<file path="src/rtl/intack_seq.sv">
module intack_seq #(
  parameter int DW      = 8,
  parameter int LW      = 3,
  parameter int SPACING = 4,
  parameter logic [7:0] CALL_OP = 8'hCD
) (
  input  logic          clk,
  input  logic          rst_n,
  input  logic          ack_n,
  input  logic [LW-1:0] win_lvl,
  input  logic [2*DW-1:0] vec_base,
  input  logic          auto_eoi_en,
  input  logic          is_master,
  output logic [DW-1:0] data_out,
  output logic          data_oe,
  output logic          isr_set,
  output logic          aeoi_pulse
);
  localparam int AW = 2 * DW;

  logic          ack_q;
  logic [1:0]    phase;
  logic [AW-1:0] addr_q;
  logic          fall, rise;

  assign fall = ack_q & ~ack_n;
  assign rise = ~ack_q & ack_n;

  always_ff @(posedge clk) begin
    if (!rst_n) begin
      ack_q      <= 1'b1;
      phase      <= 2'd0;
      addr_q     <= '0;
      isr_set    <= 1'b0;
      aeoi_pulse <= 1'b0;
    end else begin
      ack_q      <= ack_n;
      isr_set    <= fall && (phase == 2'd0);
      aeoi_pulse <= rise && (phase == 2'd2) && auto_eoi_en && is_master;
      if (fall && phase == 2'd0)
        addr_q <= vec_base + AW'(win_lvl) * AW'(SPACING);
      if (rise)
        phase <= (phase == 2'd2) ? 2'd0 : phase + 2'd1;
    end
  end

  assign data_oe = ~ack_n;

  always_comb begin
    data_out = '0;
    if (data_oe) begin
      case (phase)
        2'd0:    data_out = CALL_OP;
        2'd1:    data_out = addr_q[DW-1:0];
        default: data_out = addr_q[AW-1:DW];
      endcase
    end
  end

  p_quiet_bus_r2: assert property (@(posedge clk) disable iff (!rst_n)
    !data_oe |-> (data_out == '0));
  p_isr_single_r4: assert property (@(posedge clk) disable iff (!rst_n)
    isr_set |=> !isr_set);
  p_isr_after_low_r4: assert property (@(posedge clk) disable iff (!rst_n)
    isr_set |-> !$past(ack_n));
  p_aeoi_single_r7: assert property (@(posedge clk) disable iff (!rst_n)
    aeoi_pulse |=> !aeoi_pulse);
  p_aeoi_master_r8: assert property (@(posedge clk) disable iff (!rst_n)
    aeoi_pulse |-> $past(is_master && auto_eoi_en));
  p_no_overlap_r7: assert property (@(posedge clk) disable iff (!rst_n)
    !(isr_set && aeoi_pulse));
  p_phase_legal_r10: assert property (@(posedge clk) disable iff (!rst_n)
    phase != 2'd3);
endmodule

</file>
<file path="config.mk">
export PLATFORM = sky130hd
export DESIGN_NAME = intack_seq
export DESIGN_NICKNAME = d
export VERILOG_FILES = /design/src/rtl/intack_seq.sv
export SDC_FILE = /design/constraint.sdc
export NUM_CORES = 1
export LEC_CHECK = 0
export ABC_AREA = 1
export CORE_MARGIN = 2
export CORE_UTILIZATION = 52
export CTS_CLUSTER_SIZE = 24
export DETAILED_ROUTE_END_ITERATION = 16
export PLACE_DENSITY = 0.85
export SETUP_SLACK_MARGIN = 0.05
export SLEW_MARGIN = 0
export SYNTH_ARGS = -nofsm -noshare
export SYNTH_HDL_FRONTEND = slang
export SYNTH_SLANG_ARGS = --single-unit
</file>
<file path="constraint.sdc">
create_clock -name clk -period 4.6 [get_ports clk]
set_clock_uncertainty 0.05 [all_clocks]
set_input_delay 0.69 -clock clk [delete_from_list [all_inputs] [get_ports clk]]
set_output_delay 0.69 -clock clk [all_outputs]
set_load 0.01 [all_outputs]
</file>
==> flow_summary.yaml, run 1 <==
outcome:
  status: "finished, final reports clean"
route:
  drc_errors: 0
  vias: 1351
  vias_per_cell: 5.02
  drt-total-wl_um: 2820
  wire_per_inst_um: 10.5
  antenna_left: 0
  drt-pass1-iter-count: 6
  drtIter0Drc: 29
clock_network:
  cts_made_buffers: 3
  cts_hold_buffers: 0
  clk_path_buf_depth: 2
  path_clk_slew_ps: 120
  cts.repair.resized: 0
  cts_tree: "built"
  post_cts_buffers: 0
  cts-root-buf: "clkbuf_4"
  clkLatencyLatePin_ps: 320
  h-tree-depth: 1
  clock_sinks: 21
critical_path:
  crit_family: "buffers and inverters"
  cpPeakStageDelay_ps: 580
  arrival_ps: 2260
  reg2reg_depth: 7
  path_depth: 5
  cp_slowest_cell: "clkdlybuf4s50_1"
  critical_path_buf_inv_count: 3
  start_kind: "input port"
  worstSetupPathType: "input port to output port"
  critPathRequiredTime_ps: 3860
  crit_path_cell_trace: "clkdlybuf4s50_1, inv_1, o21ai_0, a21oi_1, clkdlybuf4s50_1"
  timing.critical_path.mode_cell: "clkdlybuf4s50_1"
  cp_max_fo: 7
  crit_path_end_kind: "output port"
synthesis:
  synth_area_leader_cell: "dfxtp_1"
  synthesis.nets: 234
  yosysWarnings: 0
  syn_inst: 206
  netlist_area_um2: 1330
  synth_top_area_share_pct: 31.7
  seq_area_frac_synth_pct: 31.7
  synthTopCellsByArea: "dfxtp_1 32%, nand2_1 12%, inv_1 10%, nand3_1 7.2%, nor2_1 7.1%"
  avgSynthCellArea_um2: 6.44
  ys_types: 25
  ys_ff_latch: 21
placed_design:
  numPortBuffers: 34
  gp_congestion: 0.797
  hpwl_um: 2210
sta:
  slew_violations: 0
  holdWs_ps: 455
  fin_crit_sh_pct: 65.3
  worst_slew_pin_slew_ps: 476
  hold_violations: 0
  min_period_ps: 3000
  fmax_mhz: 333
  setup_viol: 0
  fin_setup_tns_ps: 0
  rsz0062_at_grt: "false"
  slew_headroom_pct: 68.2
grt:
  antenna_found_initial: 0
  track_usage_pct: 21.4
  use_met1_pct: 26.2
  grt_pass1_wl_um: 4620
  top_usage_layer: "met2"
  gr-total-overflow: 0
  use_met3_pct: 3.28
  grt_pass1_vias: 1126
  grt_max_degree: 22
  met2_usage_pct: 37.8
layout:
  drive_above_1_share_pct: 4.60
  fin_nets: 268
  area_growth_pct: 27.7
  num_antenna_cells: 0
  fillers: 221
  layout_common_cells: "44 x nand2_1, 36 x inv_1, 34 x clkdlybuf4s50_1"
  final_common_cell: "nand2_1"
floorplan:
  dieArea_um2: 2970
  core_um2: 2450
  die_h_um: 54.5
  start_util_pct: 54.0
  num_rows: 18
  pin_count: 35
  die_x_um: 54.5
pwr:
  p_leak_nw: 0.788
  cellPowerDensity_nw_per_um2: 243
  ir_drop_uv: 181
worst_hold_path:
  holdPathStages: 1
  holdCritPathClass: "flop to flop"
flow_run:
  drv_cap: 0
[metal layers]
| layer | wire length (µm) | vias to the layer above | part of all wire [%] |
|---|---|---|---|
| li1 | - | 722 | - |
| met1 | 1350 | 592 | 48 |
| met2 | 1300 | 35 | 46 |
| met3 | 137 | 2 | 4.9 |
| met4 | 27 | 0 | 0.96 |
| met5 | 0 | - | 0 |
[synthesized netlist by cell type (all sizes together)]
| library cell | n |
|---|---|
| nand2 | 45 |
| dfxtp | 21 |
| fa | 1 |
| o21ai | 15 |
| a221oi | 2 |
| a21oi | 17 |
| buf | 5 |
| inv | 37 |
| nand3 | 19 |
| nand4 | 4 |
| nor2 | 28 |
| o221a | 1 |
| nor4 | 1 |
| nand3b | 2 |
| ha | 3 |
| xor2 | 3 |
| a31oi | 1 |
| clkinv | 1 |
[cell families after synthesis]
logic type | share of synthesized area (%)
compound gates | 15.0
xor+xnor | 1.98
fa+ha+maj | 4.34
buf+inv | 13.8
flops | 31.7
simple gates | 33.2
[final timing paths]
| path | start | endpoint | slack [ps] |
|---|---|---|---|
| worst max register to register | phase[1]$_SDFFE_PN0N_ | addr_q[6]$_SDFFE_PN0P_ | 2910 |
| worst min-delay path | phase[0]$_SDFFE_PN0N_ | aeoi_pulse$_SDFF_PN0_ | 460 |
| worst min register to register | phase[0]$_SDFFE_PN0N_ | aeoi_pulse$_SDFF_PN0_ | 460 |
| worst max-delay path | ack_n | data_out[0] | 1600 |
[flip-flops by register name, summed over array words and instances, names as in the netlist]
| name | flops |
|---|---|
| addr_q | 16 |
| phase | 2 |
| ack_q | 1 |
| aeoi_pulse | 1 |
| isr_set | 1 |
[power breakdown]
part / switching, mW / internal [mW]
clock network: 0.0601 / 0.0333
registers: 0.00792 / 0.197
logic: 0.0604 / 0.0522
[metrics by stage]
step	std cells	util, %	worst slack (ps)	total power [mW]	cell area (µm²)
after floorplan	206	-	2570	0.275	1330
after global placement	265	67.8	1620	0.319	1660
after detailed placement	265	67.8	1620	0.322	1660
after CTS	269	69.0	1600	0.413	1690
after global routing	269	69.0	1450	0.436	1690
final	269	69.0	1600	0.411	1690
[final cells by class]
type                    instances  area, µm²  area share [%]
multi-input cells             142        723            42.7
flip-flops and latches         21        420            24.8
repair buffers                 34        340            20.1
inverters                      38        143            8.42
well taps                      30       37.5            2.22
clock buffers                   3       22.5            1.33
clock inverters                 1       7.51           0.443
Power figures use the tool's default switching activity.
==> run 2: changes to the inputs <==
--- a/config.mk
+++ b/config.mk
@@ -7,10 +7,10 @@
 export LEC_CHECK = 0
 export ABC_AREA = 1
 export CORE_MARGIN = 2
-export CORE_UTILIZATION = 52
+export CORE_UTILIZATION = 48
 export CTS_CLUSTER_SIZE = 24
 export DETAILED_ROUTE_END_ITERATION = 16
-export PLACE_DENSITY = 0.85
+export PLACE_DENSITY = 0.79
 export SETUP_SLACK_MARGIN = 0.05
 export SLEW_MARGIN = 0
 export SYNTH_ARGS = -nofsm -noshare
==> constraint.sdc (replaced) <==
create_clock -name clk -period 3.1 [get_ports clk]
set_clock_uncertainty 0.05 [all_clocks]
set_input_delay 0.465 -clock clk [delete_from_list [all_inputs] [get_ports clk]]
set_output_delay 0.465 -clock clk [all_outputs]
set_load 0.01 [all_outputs]
==> run 2 against run 1 <==
Net effect:
- flip-flop and latch count stayed put
- non-clock buffer count stayed put
- hold slack better by 22 ps
- sequential share of layout area hardly changed
- critical path depth is 1 lower
- via count is 2.4% higher
- count of clock-buffer cells in the layout is 1 higher
- cell count is 0.37% higher
==> flow_summary.yaml, run 2 (synthesized netlist as in run 1, its figures left out) <==
layout:
  area_growth_pct: 27.5
  final_cells: 270
  largest_reg_flops: 16
  layout_common_cells: "44 x nand2_1, 36 x inv_1, 34 x clkdlybuf4s50_1"
  final_common_cell: "nand2_1"
  fin_nets: 268
  drive_above_1_share_pct: 4.18
  num_antenna_cells: 0
  top_regs: "addr_q: 16 flops, phase: 2 flops"
  regMostFlops: "addr_q"
  design_area_um2: 1690
clock_network:
  clkLatencyLatePin_ps: 310
  clk_path_buf_depth: 2
  post_cts_buffers: 0
  cts_tree: "built"
  cts-root-buf: "clkbuf_4"
  path_clk_slew_ps: 110
  cts_hold_buffers: 0
  cts_made_buffers: 3
  clock_sinks: 21
  h-tree-depth: 1
  cts.repair.resized: 0
floorplan:
  die_h_um: 56.6
  core_um2: 2690
  pin_count: 35
  die_x_um: 56.6
  start_util_pct: 49.4
  dieArea_um2: 3200
  num_rows: 19
route:
  wire_per_inst_um: 10.8
  drtIter0Drc: 41
  vias: 1383
  vias_per_cell: 5.12
  drt-pass1-iter-count: 4
  drt-total-wl_um: 2910
  antenna_left: 0
  drc_errors: 0
flow_run:
  drv_cap: 0
critical_path:
  reg2reg_to: "addr_q[6]$_SDFFE_PN0P_"
  worstSetupPathType: "flop to output port"
  crit_path_cell_trace: "nor2_1, inv_1, o221a_2, clkdlybuf4s50_1"
  r2r_slack_ps: 1390
  cp_max_fo: 10
  crit_path_end_kind: "output port"
  start_kind: "flop"
  cp_slowest_cell: "clkdlybuf4s50_1"
  arrival_ps: 2040
  reg2reg_depth: 7
  critPathRequiredTime_ps: 2580
  cpPeakStageDelay_ps: 470
  r2r_start: "phase[1]$_SDFFE_PN0N_"
worst_hold_path:
  holdPathStages: 2
  worstHoldStart: "ack_q$_SDFF_PN1_"
  min_to: "isr_set$_SDFF_PN0_"
  holdCritPathClass: "flop to flop"
sta:
  hold_violations: 0
  worst_slew_pin_slew_ps: 482
  slew_violations: 0
  fmax_mhz: 392
  fin_crit_sh_pct: 82.3
  holdWs_ps: 478
  rsz0062_at_grt: "false"
  slew_headroom_pct: 67.8
  setup_viol: 0
  fin_setup_tns_ps: 0
  min_period_ps: 2550
pwr:
  ir_drop_uv: 269
  power_mw: 0.603
  p_leak_nw: 0.789
  cellPowerDensity_nw_per_um2: 356
placed_design:
  numPortBuffers: 34
  placed_area_um2: 1670
  dp_cells: 266
  hpwl_um: 2270
  gp_congestion: 0.792
grt:
  antenna_found_initial: 0
  gr-total-overflow: 0
  grt_pass1_vias: 1252
  grt_max_degree: 22
  grt_pass1_wl_um: 5320
  track_usage_pct: 20.7
outcome:
  status: "finished, final reports clean"
## run 2: report_power, final
part / internal, mW / switching [mW] / leakage, nW
sequential: 0.292 / 0.0122 / 0.173
combinational: 0.0773 / 0.0897 / 0.601
clock: 0.0503 / 0.0812 / 0.0150
total: 0.420 / 0.183 / 0.789
## run 2: worst max-delay path by stage
stage / start / endpoint / slack, ps
finish: phase[1]$_SDFFE_PN0N_ / data_out[2] / 550
global route: phase[1]$_SDFFE_PN0N_ / data_out[0] / 300
CTS: phase[1]$_SDFFE_PN0N_ / data_out[7] / 530
detailed placement: ack_n / data_out[0] / 580
global placement: ack_n / data_out[0] / 590
floorplan: win_lvl[0] / addr_q[14]$_SDFFE_PN0P_ / 1300
## run 2: metrics by stage
| step | utilization, % | worst slack (ps) |
|---|---|---|
| 2_1_floorplan | - | 1300 |
| 3_3_place_gp | 62.0 | 587 |
| 3_5_place_dp | 62.0 | 579 |
| 4_1_cts | 63.0 | 527 |
| 5_1_grt | 63.0 | 299 |
| 6_report | 63.0 | 550 |
## run 2: critical path: cells and delay by family, from the launching register on
| family | cells | cell delay [ps] |
|---|---|---|
| compound gates | 1 | 240 |
| flops | 1 | 450 |
| buf+inv | 2 | 590 |
| simple gates | 1 | 440 |
## run 2: area by class of cell
cell class,count,area [µm²]
Sequential cell,21,420
Multi-Input combinational cell,142,723
Clock buffer,4,26.3
Inverter,38,143
Tap cell,31,38.8
Fill cell,272,995
Timing Repair Buffer,34,340
## run 2: metal layers
layer / vias to the layer above / GRT usage, % / part of all wire, %
met3: 5 / 1.38 / 3.4
met1: 622 / 27.2 / 47
li1: 722 / - / -
met4: 0 / 9.18 / 1.8
met2: 34 / 34.7 / 48
met5: - / 0 / 0
